$ cat src/rtl/hrt_pkg.sv
package hrt_pkg;
  typedef enum logic [1:0] {
    ST_IDLE    = 2'd0,
    ST_TX      = 2'd1,
    ST_BACKOFF = 2'd2,
    ST_WAIT    = 2'd3
  } hrt_state_e;
endpackage

$ cat src/rtl/hrt_lfsr.sv
module hrt_lfsr #(
  parameter int W     = 16,
  parameter int OUT_W = 10,
  parameter logic [W-1:0] TAPS = 16'hB400,
  parameter logic [W-1:0] SEED = 16'hACE1
) (
  input  logic             clk,
  input  logic             rst,
  output logic [OUT_W-1:0] rnd
);
  logic [W-1:0] sr;

  always_ff @(posedge clk) begin
    if (rst) sr <= SEED;
    else     sr <= {sr[W-2:0], ^(sr & TAPS)};
  end

  assign rnd = sr[OUT_W-1:0];

  AST_LFSR_LIVE: assert property (@(posedge clk) disable iff (rst)
    sr != '0);
endmodule

$ cat src/rtl/hrt_window.sv
module hrt_window #(
  parameter int LIMIT = 64
) (
  input  logic clk,
  input  logic rst,
  input  logic clear,
  input  logic count_en,
  output logic late
);
  localparam int CW = $clog2(LIMIT + 1);
  localparam logic [CW-1:0] LIM = CW'(LIMIT);

  logic [CW-1:0] cnt;

  always_ff @(posedge clk) begin
    if (rst || clear)           cnt <= '0;
    else if (count_en && cnt != LIM) cnt <= cnt + 1'b1;
  end

  assign late = (cnt == LIM);

  AST_WIN_SAT: assert property (@(posedge clk) disable iff (rst)
    cnt <= LIM);
endmodule

$ cat src/rtl/hrt_backoff.sv
module hrt_backoff #(
  parameter int CAP        = 10,
  parameter int SLOT_TICKS = 64
) (
  input  logic           clk,
  input  logic           rst,
  input  logic           load,
  input  logic [CAP-1:0] load_slots,
  input  logic           run,
  input  logic           tick,
  output logic           expired
);
  localparam int TW = $clog2(SLOT_TICKS + 1);
  localparam logic [TW-1:0] T_LAST = TW'(SLOT_TICKS - 1);

  logic [CAP-1:0] slots_left;
  logic [TW-1:0]  tcnt;

  always_ff @(posedge clk) begin
    if (rst) begin
      slots_left <= '0;
      tcnt       <= '0;
    end else if (load) begin
      slots_left <= load_slots;
      tcnt       <= '0;
    end else if (run && tick && slots_left != '0) begin
      if (tcnt == T_LAST) begin
        tcnt       <= '0;
        slots_left <= slots_left - 1'b1;
      end else begin
        tcnt <= tcnt + 1'b1;
      end
    end
  end

  assign expired = (slots_left == '0);

  AST_SLOTS_DOWN: assert property (@(posedge clk) disable iff (rst)
    !load |=> slots_left <= $past(slots_left));
endmodule

$ cat src/rtl/hd_retry_tracker.sv
module hd_retry_tracker
  import hrt_pkg::*;
#(
  parameter int RETRY_LIMIT  = 16,
  parameter int LATE_WINDOW  = 64,
  parameter int BACKOFF_CAP  = 10,
  parameter int SLOT_TICKS   = 64,
  parameter int LFSR_W       = 16,
  parameter logic [LFSR_W-1:0] LFSR_TAPS = 16'hB400,
  parameter logic [LFSR_W-1:0] LFSR_SEED = 16'hACE1,
  localparam int CNT_W = $clog2(RETRY_LIMIT)
) (
  input  logic             clk,
  input  logic             rst,
  input  logic             attempt_start,
  input  logic             byte_tick,
  input  logic             col_det,
  input  logic             crs,
  input  logic             underflow,
  input  logic             frame_end,
  input  logic             cfg_no_retry,
  output logic             retry_go,
  output logic             done,
  output logic [CNT_W-1:0] col_count,
  output logic             late_col,
  output logic             excess_col,
  output logic             no_carrier,
  output logic             lost_carrier,
  output logic             uflow_err,
  output logic             err_sum
);
  localparam logic [CNT_W:0] LIMIT_V = (CNT_W+1)'(RETRY_LIMIT);
  localparam logic [CNT_W:0] CAP_V   = (CNT_W+1)'(BACKOFF_CAP);

  hrt_state_e state;

  logic                   crs_seen, lost_seen, uflow_seen;
  logic                   crs_seen_n, lost_n, uflow_n;
  logic [CNT_W:0]         col_inc, kk;
  logic                   hit_limit, win_late, in_tx, begin_try, bo_load, bo_expired;
  logic [BACKOFF_CAP-1:0] rnd, bo_mask, bo_slots;

  assign in_tx      = (state == ST_TX);
  assign begin_try  = attempt_start && (state == ST_IDLE || state == ST_WAIT);
  assign crs_seen_n = crs_seen | crs;
  assign lost_n     = lost_seen | (crs_seen & ~crs);
  assign uflow_n    = uflow_seen | underflow;
  assign col_inc    = {1'b0, col_count} + 1'b1;
  assign hit_limit  = cfg_no_retry || (col_inc >= LIMIT_V);
  assign kk         = (col_inc > CAP_V) ? CAP_V : col_inc;
  assign bo_mask    = ~({BACKOFF_CAP{1'b1}} << kk);
  assign bo_slots   = rnd & bo_mask;
  assign bo_load    = in_tx && col_det && !win_late && !hit_limit;

  hrt_lfsr #(.W(LFSR_W), .OUT_W(BACKOFF_CAP), .TAPS(LFSR_TAPS), .SEED(LFSR_SEED))
    u_lfsr (.clk(clk), .rst(rst), .rnd(rnd));

  hrt_window #(.LIMIT(LATE_WINDOW))
    u_win (.clk(clk), .rst(rst), .clear(begin_try),
           .count_en(in_tx && byte_tick), .late(win_late));

  hrt_backoff #(.CAP(BACKOFF_CAP), .SLOT_TICKS(SLOT_TICKS))
    u_bo (.clk(clk), .rst(rst), .load(bo_load), .load_slots(bo_slots),
          .run(state == ST_BACKOFF), .tick(byte_tick), .expired(bo_expired));

  always_ff @(posedge clk) begin
    if (rst) begin
      state        <= ST_IDLE;
      crs_seen     <= 1'b0;
      lost_seen    <= 1'b0;
      uflow_seen   <= 1'b0;
      retry_go     <= 1'b0;
      done         <= 1'b0;
      col_count    <= '0;
      late_col     <= 1'b0;
      excess_col   <= 1'b0;
      no_carrier   <= 1'b0;
      lost_carrier <= 1'b0;
      uflow_err    <= 1'b0;
      err_sum      <= 1'b0;
    end else begin
      retry_go <= 1'b0;
      done     <= 1'b0;
      unique case (state)
        ST_IDLE: if (attempt_start) begin
          state        <= ST_TX;
          crs_seen     <= 1'b0;
          lost_seen    <= 1'b0;
          uflow_seen   <= 1'b0;
          col_count    <= '0;
          late_col     <= 1'b0;
          excess_col   <= 1'b0;
          no_carrier   <= 1'b0;
          lost_carrier <= 1'b0;
          uflow_err    <= 1'b0;
          err_sum      <= 1'b0;
        end
        ST_TX: begin
          crs_seen   <= crs_seen_n;
          lost_seen  <= lost_n;
          uflow_seen <= uflow_n;
          if (col_det) begin
            if (win_late) begin
              state     <= ST_IDLE;
              done      <= 1'b1;
              late_col  <= !uflow_n;
              uflow_err <= uflow_n;
              err_sum   <= 1'b1;
            end else if (hit_limit) begin
              state      <= ST_IDLE;
              done       <= 1'b1;
              excess_col <= 1'b1;
              col_count  <= col_inc[CNT_W-1:0];
              uflow_err  <= uflow_n;
              err_sum    <= 1'b1;
            end else begin
              state     <= ST_BACKOFF;
              col_count <= col_inc[CNT_W-1:0];
            end
          end else if (frame_end) begin
            state        <= ST_IDLE;
            done         <= 1'b1;
            no_carrier   <= !crs_seen_n;
            lost_carrier <= lost_n && (col_count == '0);
            uflow_err    <= uflow_n;
            err_sum      <= !crs_seen_n || (lost_n && (col_count == '0)) || uflow_n;
          end
        end
        ST_BACKOFF: if (byte_tick && bo_expired) begin
          state    <= ST_WAIT;
          retry_go <= 1'b1;
        end
        ST_WAIT: if (attempt_start) begin
          state     <= ST_TX;
          crs_seen  <= 1'b0;
          lost_seen <= 1'b0;
        end
        default: state <= ST_IDLE;
      endcase
    end
  end

  AST_DONE_PULSE: assert property (@(posedge clk) disable iff (rst)
    done |=> !done);
  AST_LATE_ABORT: assert property (@(posedge clk) disable iff (rst)
    (in_tx && col_det && win_late) |=> (done && !retry_go && !excess_col));
  AST_NO_RETRY_ABORT: assert property (@(posedge clk) disable iff (rst)
    (in_tx && col_det && !win_late && cfg_no_retry) |=> (done && excess_col));
  AST_RETRY_NO_DONE: assert property (@(posedge clk) disable iff (rst)
    bo_load |=> !done);
  AST_LOST_NO_COL: assert property (@(posedge clk) disable iff (rst)
    lost_carrier |-> (col_count == '0 && !excess_col && !late_col));
  AST_ERR_SUM: assert property (@(posedge clk) disable iff (rst)
    done |-> (err_sum == (late_col | excess_col | no_carrier | lost_carrier | uflow_err)));
endmodule

$ cat config.mk
export PLATFORM = sky130hd
export DESIGN_NAME = hd_retry_tracker
export DESIGN_NICKNAME = d
export VERILOG_FILES = /design/src/rtl/hrt_pkg.sv /design/src/rtl/hrt_lfsr.sv /design/src/rtl/hrt_window.sv /design/src/rtl/hrt_backoff.sv /design/src/rtl/hd_retry_tracker.sv
export SDC_FILE = /design/constraint.sdc
export NUM_CORES = 1
export LEC_CHECK = 0
export BUFFER_PORTS_ARGS = -buffer_cell sky130_fd_sc_hd__buf_2
export CORE_UTILIZATION = 54
export DETAILED_ROUTE_END_ITERATION = 10
export MAX_ROUTING_LAYER = met4
export PLACE_DENSITY = 0.76
export SETUP_SLACK_MARGIN = 0.2
export SLEW_MARGIN = 20
export SYNTH_ARGS = -nofsm -noshare
export SYNTH_HDL_FRONTEND = slang
export SYNTH_SLANG_ARGS = --single-unit
$ cat constraint.sdc
create_clock -name clk -period 1.8 [get_ports clk]
set_input_delay 0.18 -clock clk [delete_from_list [all_inputs] [get_ports clk]]
set_output_delay 0.18 -clock clk [all_outputs]
set_load 0.05 [all_outputs]
==> qor.yml, run 1 <==
global_route:
  grt_first_pass_wirelength_um: 10880
  grt_overflow_total: 0
  grt_pass1_vias: 2279
  antenna_found_initial: 0
  grt_max_degree: 27
  grt_usage: 0.2766
final_layout:
  final_nets: 390
  antenna_cells_inserted: 0
  syn_to_final_growth_pct: 35.97
  layout-drive-gt1-share: 0.4225
  final_cell_mix: "dfxtp_1 (44), nor2_1 (35), buf_4 (31)"
  mostFrequentLayoutCell: "dfxtp_1"
  fillers: 320
yosys:
  ys_ff_latch: 57
  synth_top_area_share: 0.4095
  synth-edff-count: 0
  syn-num-nets: 331
  synth_area_leaders: "dfxtp_1 (41%), nor2_1 (5.0%), xor2_1 (4.4%)"
  synth_area_per_cell_um2: 8.902
  yosysWarningCount: 0
  yosysTopAreaCell: "dfxtp_1"
  netlist_area_um2: 2786
  synth.distinct_cells: 55
  yosys_most_used_dff: "dfxtp_1"
  ys_seq_area_frac: 0.4095
  syn_inst: 313
  async_reset_ff_frac: 0
sta:
  fin_crit_ns: 1.789
  fin_skew_ns: 0.005097
  final-hold-violation-count: 0
  setup_viol: 0
  maxSlewHeadroom: 0.6592
  slew_viol_final: 0
  fmax_mhz: 559.0
  rsz0062_at_grt: "true"
  worstMarginPinSlew_ns: 0.5111
  whs_ns: 0.1327
  finalCritPeriodShare: 0.9938
clock_tree:
  cts_root_buffer: "clkbuf_8"
  cts_hold_buffers: 0
  htreeDepth: 3
  cts_inserted_buffers: 9
  clk_latency_ns: 0.33
  clock_path_buffers: 2
  cts.sinks: 57
  cts_tree: "built"
  clk_pin_slew_ns: 0.06
detailed_routing:
  firstDrtPassIters: 4
  vias_per_cell: 5.644
  first_iter_violations: 117
  wl_per_cell_um: 16.25
  detail-route-antenna-nets: 0
  num_vias: 2489
  routed_wl_um: 7168
  drc: 0
placed_design:
  port_buffers: 20
  gp_congestion: 0.8452
  dpl.hpwl_um: 4145
floorplan:
  chipWidth_um: 73.84
  start_util: 0.5747
  io_pins: 21
  rows: 25
  dieArea_um2: 5452
  coreArea_um2: 4848
  fp.dieH_um: 73.84
critical_path:
  cp.required_ns: 2.01
  crit_type: "reg2reg"
  cp_cell_sequence: "inv_2 > ha_4 > nor3b_4 > buf_4 > buf_6 > and3_4 > mux2i_2 > o32ai_2"
  worst-path-max-fanout: 5
  arrival_ns: 2.00
  start_kind: "flip-flop"
  max_stage_delay_ns: 0.34
  end_kind: "flip-flop"
  cpMaxStageDelayCell: "nor3b_4"
power:
  power_density_nw_per_um2: 1011
  power_w: 0.003832
  ir_drop_mv: 0.7767
  leakage_nw: 1.475
status:
  outcome: "complete, no violations"
worst_hold_path:
  hp-class: "in2reg"
run:
  maxCapViolations: 0
area by class of cell:
class                           count  area, um2  area share
Tap cell                           67      83.83     0.02213
Clock buffer                       12      145.1     0.03831
Multi-Input combinational cell    231       1891      0.4990
Clock inverter                      1      5.005    0.001321
Sequential cell                    57       1172      0.3094
Timing Repair Buffer               60      437.9      0.1156
Inverter                           13      53.80     0.01420
routing by layer:
layer | up-vias | track usage | wire length (um)
met5 | - | - | 0
met4 | 0 | 0.1090 | 182
met3 | 22 | 0.06584 | 315
li1 | 1218 | - | -
met1 | 1166 | 0.3546 | 3272
met2 | 83 | 0.4200 | 3399
stage by stage:
step / utilization / worst slack, ns / setup TNS, ns / instance area [um2] / cells
floorplan: - / 0.05302 / 0 / 2897 / 313
CTS: 0.7236 / 0.1246 / 0 / 3508 / 427
global placement: 0.6361 / 0.06176 / 0 / 3084 / 399
global route: 0.7814 / -0.08048 / -0.2665 / 3789 / 441
detailed placement: 0.6361 / -0.008166 / -0.01164 / 3084 / 399
finish: 0.7814 / 0.01119 / 0 / 3789 / 441
worst max-delay path, delay by kind of cell (launching register included):
family / cells / cell delay [ns]
AO/OA/AOI/OAI: 1 / 0.09
AND/OR/NAND/NOR: 2 / 0.52
multiplexers: 1 / 0.23
flip-flops: 1 / 0.33
adder cells (fa/ha/maj): 1 / 0.14
buffers and inverters: 3 / 0.35
sequential cells by signal (all words and copies together), names as in the netlist:
| signal | flops |
|---|---|
| excess_col | 1 |
| u_bo.tcnt | 7 |
| u_lfsr.sr | 16 |
| u_win.cnt | 7 |
| u_bo.slots_left | 10 |
| lost_seen | 1 |
| late_col | 1 |
| col_count | 4 |
| err_sum | 1 |
| uflow_err | 1 |
| retry_go | 1 |
| state | 2 |
| uflow_seen | 1 |
| done | 1 |
| lost_carrier | 1 |
| crs_seen | 1 |
| no_carrier | 1 |
cell usage after synthesis, types with 3 or more instances:
library cell  count
xor2_1           14
clkbuf_1          8
nand2_1          16
a22oi_1           3
ha_1              9
nand4_1           5
o22ai_1           3
o21ai_0          10
nor3_1            6
buf_2             3
and2_1            3
or2_2             8
mux2_2            4
a21o_1            3
and3_1            4
nand2b_1          6
a21oi_1          16
nand3b_1          4
a31oi_1           4
inv_1            13
mux2i_1           5
nand3_1          12
dfxtp_1          57
a211oi_1          6
xnor2_1           7
nor2_1           37
nor2b_1          14
worst paths after layout:
check | from | endpoint | slack, ns | cells past startpoint
worst min-delay path | col_det | done | 0.13 | 2
worst max-delay path | u_bo.slots_left[1] | u_bo.slots_left[6] | 0.01 | 8
worst max register to register | u_bo.slots_left[1] | u_bo.slots_left[6] | 0.01 | 8
worst min register to register | u_lfsr.sr[14] | u_lfsr.sr[15] | 0.41 | 1
logic make-up after synthesis:
logic type      Yosys count  synth area share
compound gates           60            0.1441
xor+xnor                 21           0.06601
fa+ha+maj                 9           0.04041
buf+inv                  26           0.03817
flops                    57            0.4095
mux                      10           0.03817
simple gates            130            0.2636
where the power goes:
group          leakage, nW  internal [W]  switching, W
Combinational        0.924      0.000631      0.000767
Sequential           0.473       0.00136     0.0000889
Clock               0.0782      0.000512      0.000473
repair_timing:
action	in CTS	in global routing
setup buffers	14	14
cloned	1	0
setup endpoints to repair	29	31
pin swaps	18	27
resized for setup	44	39
Note: power is estimated with default switching activity, not from simulation.
==> run 2, diff against run 1 <==
CELL_PAD_IN_SITES_DETAIL_PLACEMENT = 0   (was unset)
CELL_PAD_IN_SITES_GLOBAL_PLACEMENT = 1   (was unset)
CORE_UTILIZATION = 41   (was 54)
PLACE_DENSITY = unset   (was 0.76)
PLACE_DENSITY_LB_ADDON = 0.1   (was unset)
==> qor.yml, run 2 (synthesis results as in run 1) <==
final_layout:
  fillers: 562  # was 320
  syn_to_final_growth_pct: 43.20  # was 35.97%
  instances_no_fill: 464  # was 441
  largestRegisters: "u_lfsr.sr x16, u_bo.slots_left x10"  # unchanged
  layout-drive-gt1-share: 0.4470  # was 0.4225
  final_cell_mix: "dfxtp_1 (44), buf_4 (42), nor2_1 (33)"  # was dfxtp_1 (44), nor2_1 (35), buf_4 (31)
  largest_reg_flops: 16  # unchanged
  design_area_um2: 3990  # was 3789 um2
  final_nets: 400  # was 390
  regMostFlops: "u_lfsr.sr"  # unchanged
  postLayoutCoreUtil: 0.6178  # was 0.7814
  mostFrequentLayoutCell: "dfxtp_1"  # unchanged
  antenna_cells_inserted: 0  # unchanged
power:
  leakage_nw: 1.561  # was 1.475 nW
  power_density_nw_per_um2: 1065  # was 1011 nW/um2
  power_w: 0.004250  # was 0.003832 W
  ir_drop_mv: 0.5380  # was 0.7767 mV
clock_tree:
  htreeDepth: 3  # unchanged
  cts.sinks: 57  # unchanged
  cts_inserted_buffers: 9  # unchanged
  clk_pin_slew_ns: 0.07  # was 0.06 ns
  cts_tree: "built"  # unchanged
  cts_root_buffer: "clkbuf_8"  # unchanged
  clock_path_buffers: 2  # unchanged
  clk_latency_ns: 0.34  # was 0.33 ns
critical_path:
  crit_type: "reg2reg"  # unchanged
  cp.required_ns: 2.02  # was 2.01 ns
  startpoint: "state[0]"  # was u_bo.slots_left[1]
  arrival_ns: 1.90  # was 2.00 ns
  worst-path-max-fanout: 6  # was 5
  start_kind: "flip-flop"  # unchanged
  end_kind: "flip-flop"  # unchanged
  reg2reg_from: "state[0]"  # was u_bo.slots_left[1]
detailed_routing:
  dr_wl_met2_um: 3302  # was 3399 um
  firstDrtPassIters: 4  # unchanged
  top_layer: "met4"  # unchanged
  drc: 0  # unchanged
  first_iter_violations: 100  # was 117
  vias_per_cell: 5.317  # was 5.644
  wl_met1_um: 3538  # was 3272 um
  route.met3.wl_um: 176  # was 315 um
  detail-route-antenna-nets: 0  # unchanged
  routed_wl_um: 7180  # was 7168 um
  num_vias: 2467  # was 2489
  wl_per_cell_um: 15.47  # was 16.25 um
sta:
  finalCritPeriodShare: 0.9378  # was 0.9938
  fin_skew_ns: 0.006684  # was 0.005097 ns
  worstMarginPinSlew_ns: 0.5634  # was 0.5111 ns
  maxSlewHeadroom: 0.6244  # was 0.6592
  final-hold-violation-count: 0  # unchanged
  slew_viol_final: 0  # unchanged
  setup_viol: 0  # unchanged
  rsz0062_at_grt: "true"  # unchanged
  fin_crit_ns: 1.688  # was 1.789 ns
  fmax_mhz: 592.4  # was 559.0 MHz
status:
  outcome: "complete, no violations"  # unchanged
placed_design:
  gp_congestion: 0.7998  # was 0.8452
  port_buffers: 20  # unchanged
  dpl.hpwl_um: 4463  # was 4145 um
  dpl_cell_area_um2: 3142  # was 3084 um2
  dp.cells: 415  # was 399
floorplan:
  rows: 29  # was 25
  dieArea_um2: 7130  # was 5452 um2
  chipWidth_um: 84.44  # was 73.84 um
  coreArea_um2: 6459  # was 4848 um2
  start_util: 0.4314  # was 0.5747
  fp.dieH_um: 84.44  # was 73.84 um
  io_pins: 21  # unchanged
worst_hold_path:
  hp-class: "in2reg"  # unchanged
  min_from: "col_det"  # unchanged
global_route:
  grt_usage: 0.2085  # was 0.2766
  grt_overflow_total: 0  # unchanged
  antenna_found_initial: 0  # unchanged
  grt_max_degree: 28  # was 27
  grt_pass1_vias: 2339  # was 2279
  grt_first_pass_wirelength_um: 11090  # was 10880 um
run:
  maxCapViolations: 0  # unchanged
## run 2: path summary, 6_finish.rpt
path	slack, ns	depth (start not counted)	end
worst max-delay path	0.11	8	u_bo.slots_left[6]
worst min-delay path	0.12	2	done
worst max register to register	0.11	8	u_bo.slots_left[6]
worst min register to register	0.41	1	u_lfsr.sr[15]
## run 2: area by class of cell
type,count,area [um2],area share
multi-input combinational,231,1921,0.4813
sequential,57,1175,0.2945
timing repair buffer,70,514.2,0.1289
clock buffer,11,151.4,0.03794
tap,77,96.34,0.02415
clock inverter,5,76.32,0.01913
inverter,13,56.30,0.01411
## run 2: where the power goes
group / internal (W) / switching, W / leakage [nW]
clock network: 0.000851 / 0.000553 / 0.120
registers: 0.00136 / 0.0000940 / 0.473
logic: 0.000635 / 0.000756 / 0.968
total: 0.00285 / 0.00140 / 1.56
## run 2: metal layers
layer	GRT usage	up-vias
li1	-	1239
met1	0.2732	1181
met2	0.3077	34
met3	0.04130	13
met4	0.1017	0
met5	-	-
## run 2: critical path, cell delays in order (launching register included)
cell and delay (ns):
dfxtp_4 0.37, inv_4 0.08, ha_4 0.15, nand4_4 0.11, nor3_4 0.17, buf_6 0.15, and3_1 0.16, mux2i_1 0.26
o32ai_2 0.11
## run 2: repair_timing
| action | 4_1_cts | 5_1_grt |
|---|---|---|
| gates resized for setup | 41 | 47 |
| endpoints found under the hold margin | 0 | 0 |
| buffers inserted | 21 | 11 |
| gates cloned | 1 | 0 |
| pin swaps | 18 | 30 |
| hold buffers | 0 | 0 |
| setup endpoints to repair | 29 | 32 |
## run 2: through the flow
step	worst slack [ns]	hold slack [ns]	TNS, ns
2_1_floorplan	0.05302	0.2633	0
3_3_place_gp	0.02694	0.3973	0
3_5_place_dp	-0.02341	0.4020	-0.02341
4_1_cts	0.1371	0.1030	0
5_1_grt	0.02956	0.1290	0
6_report	0.1119	0.1235	0
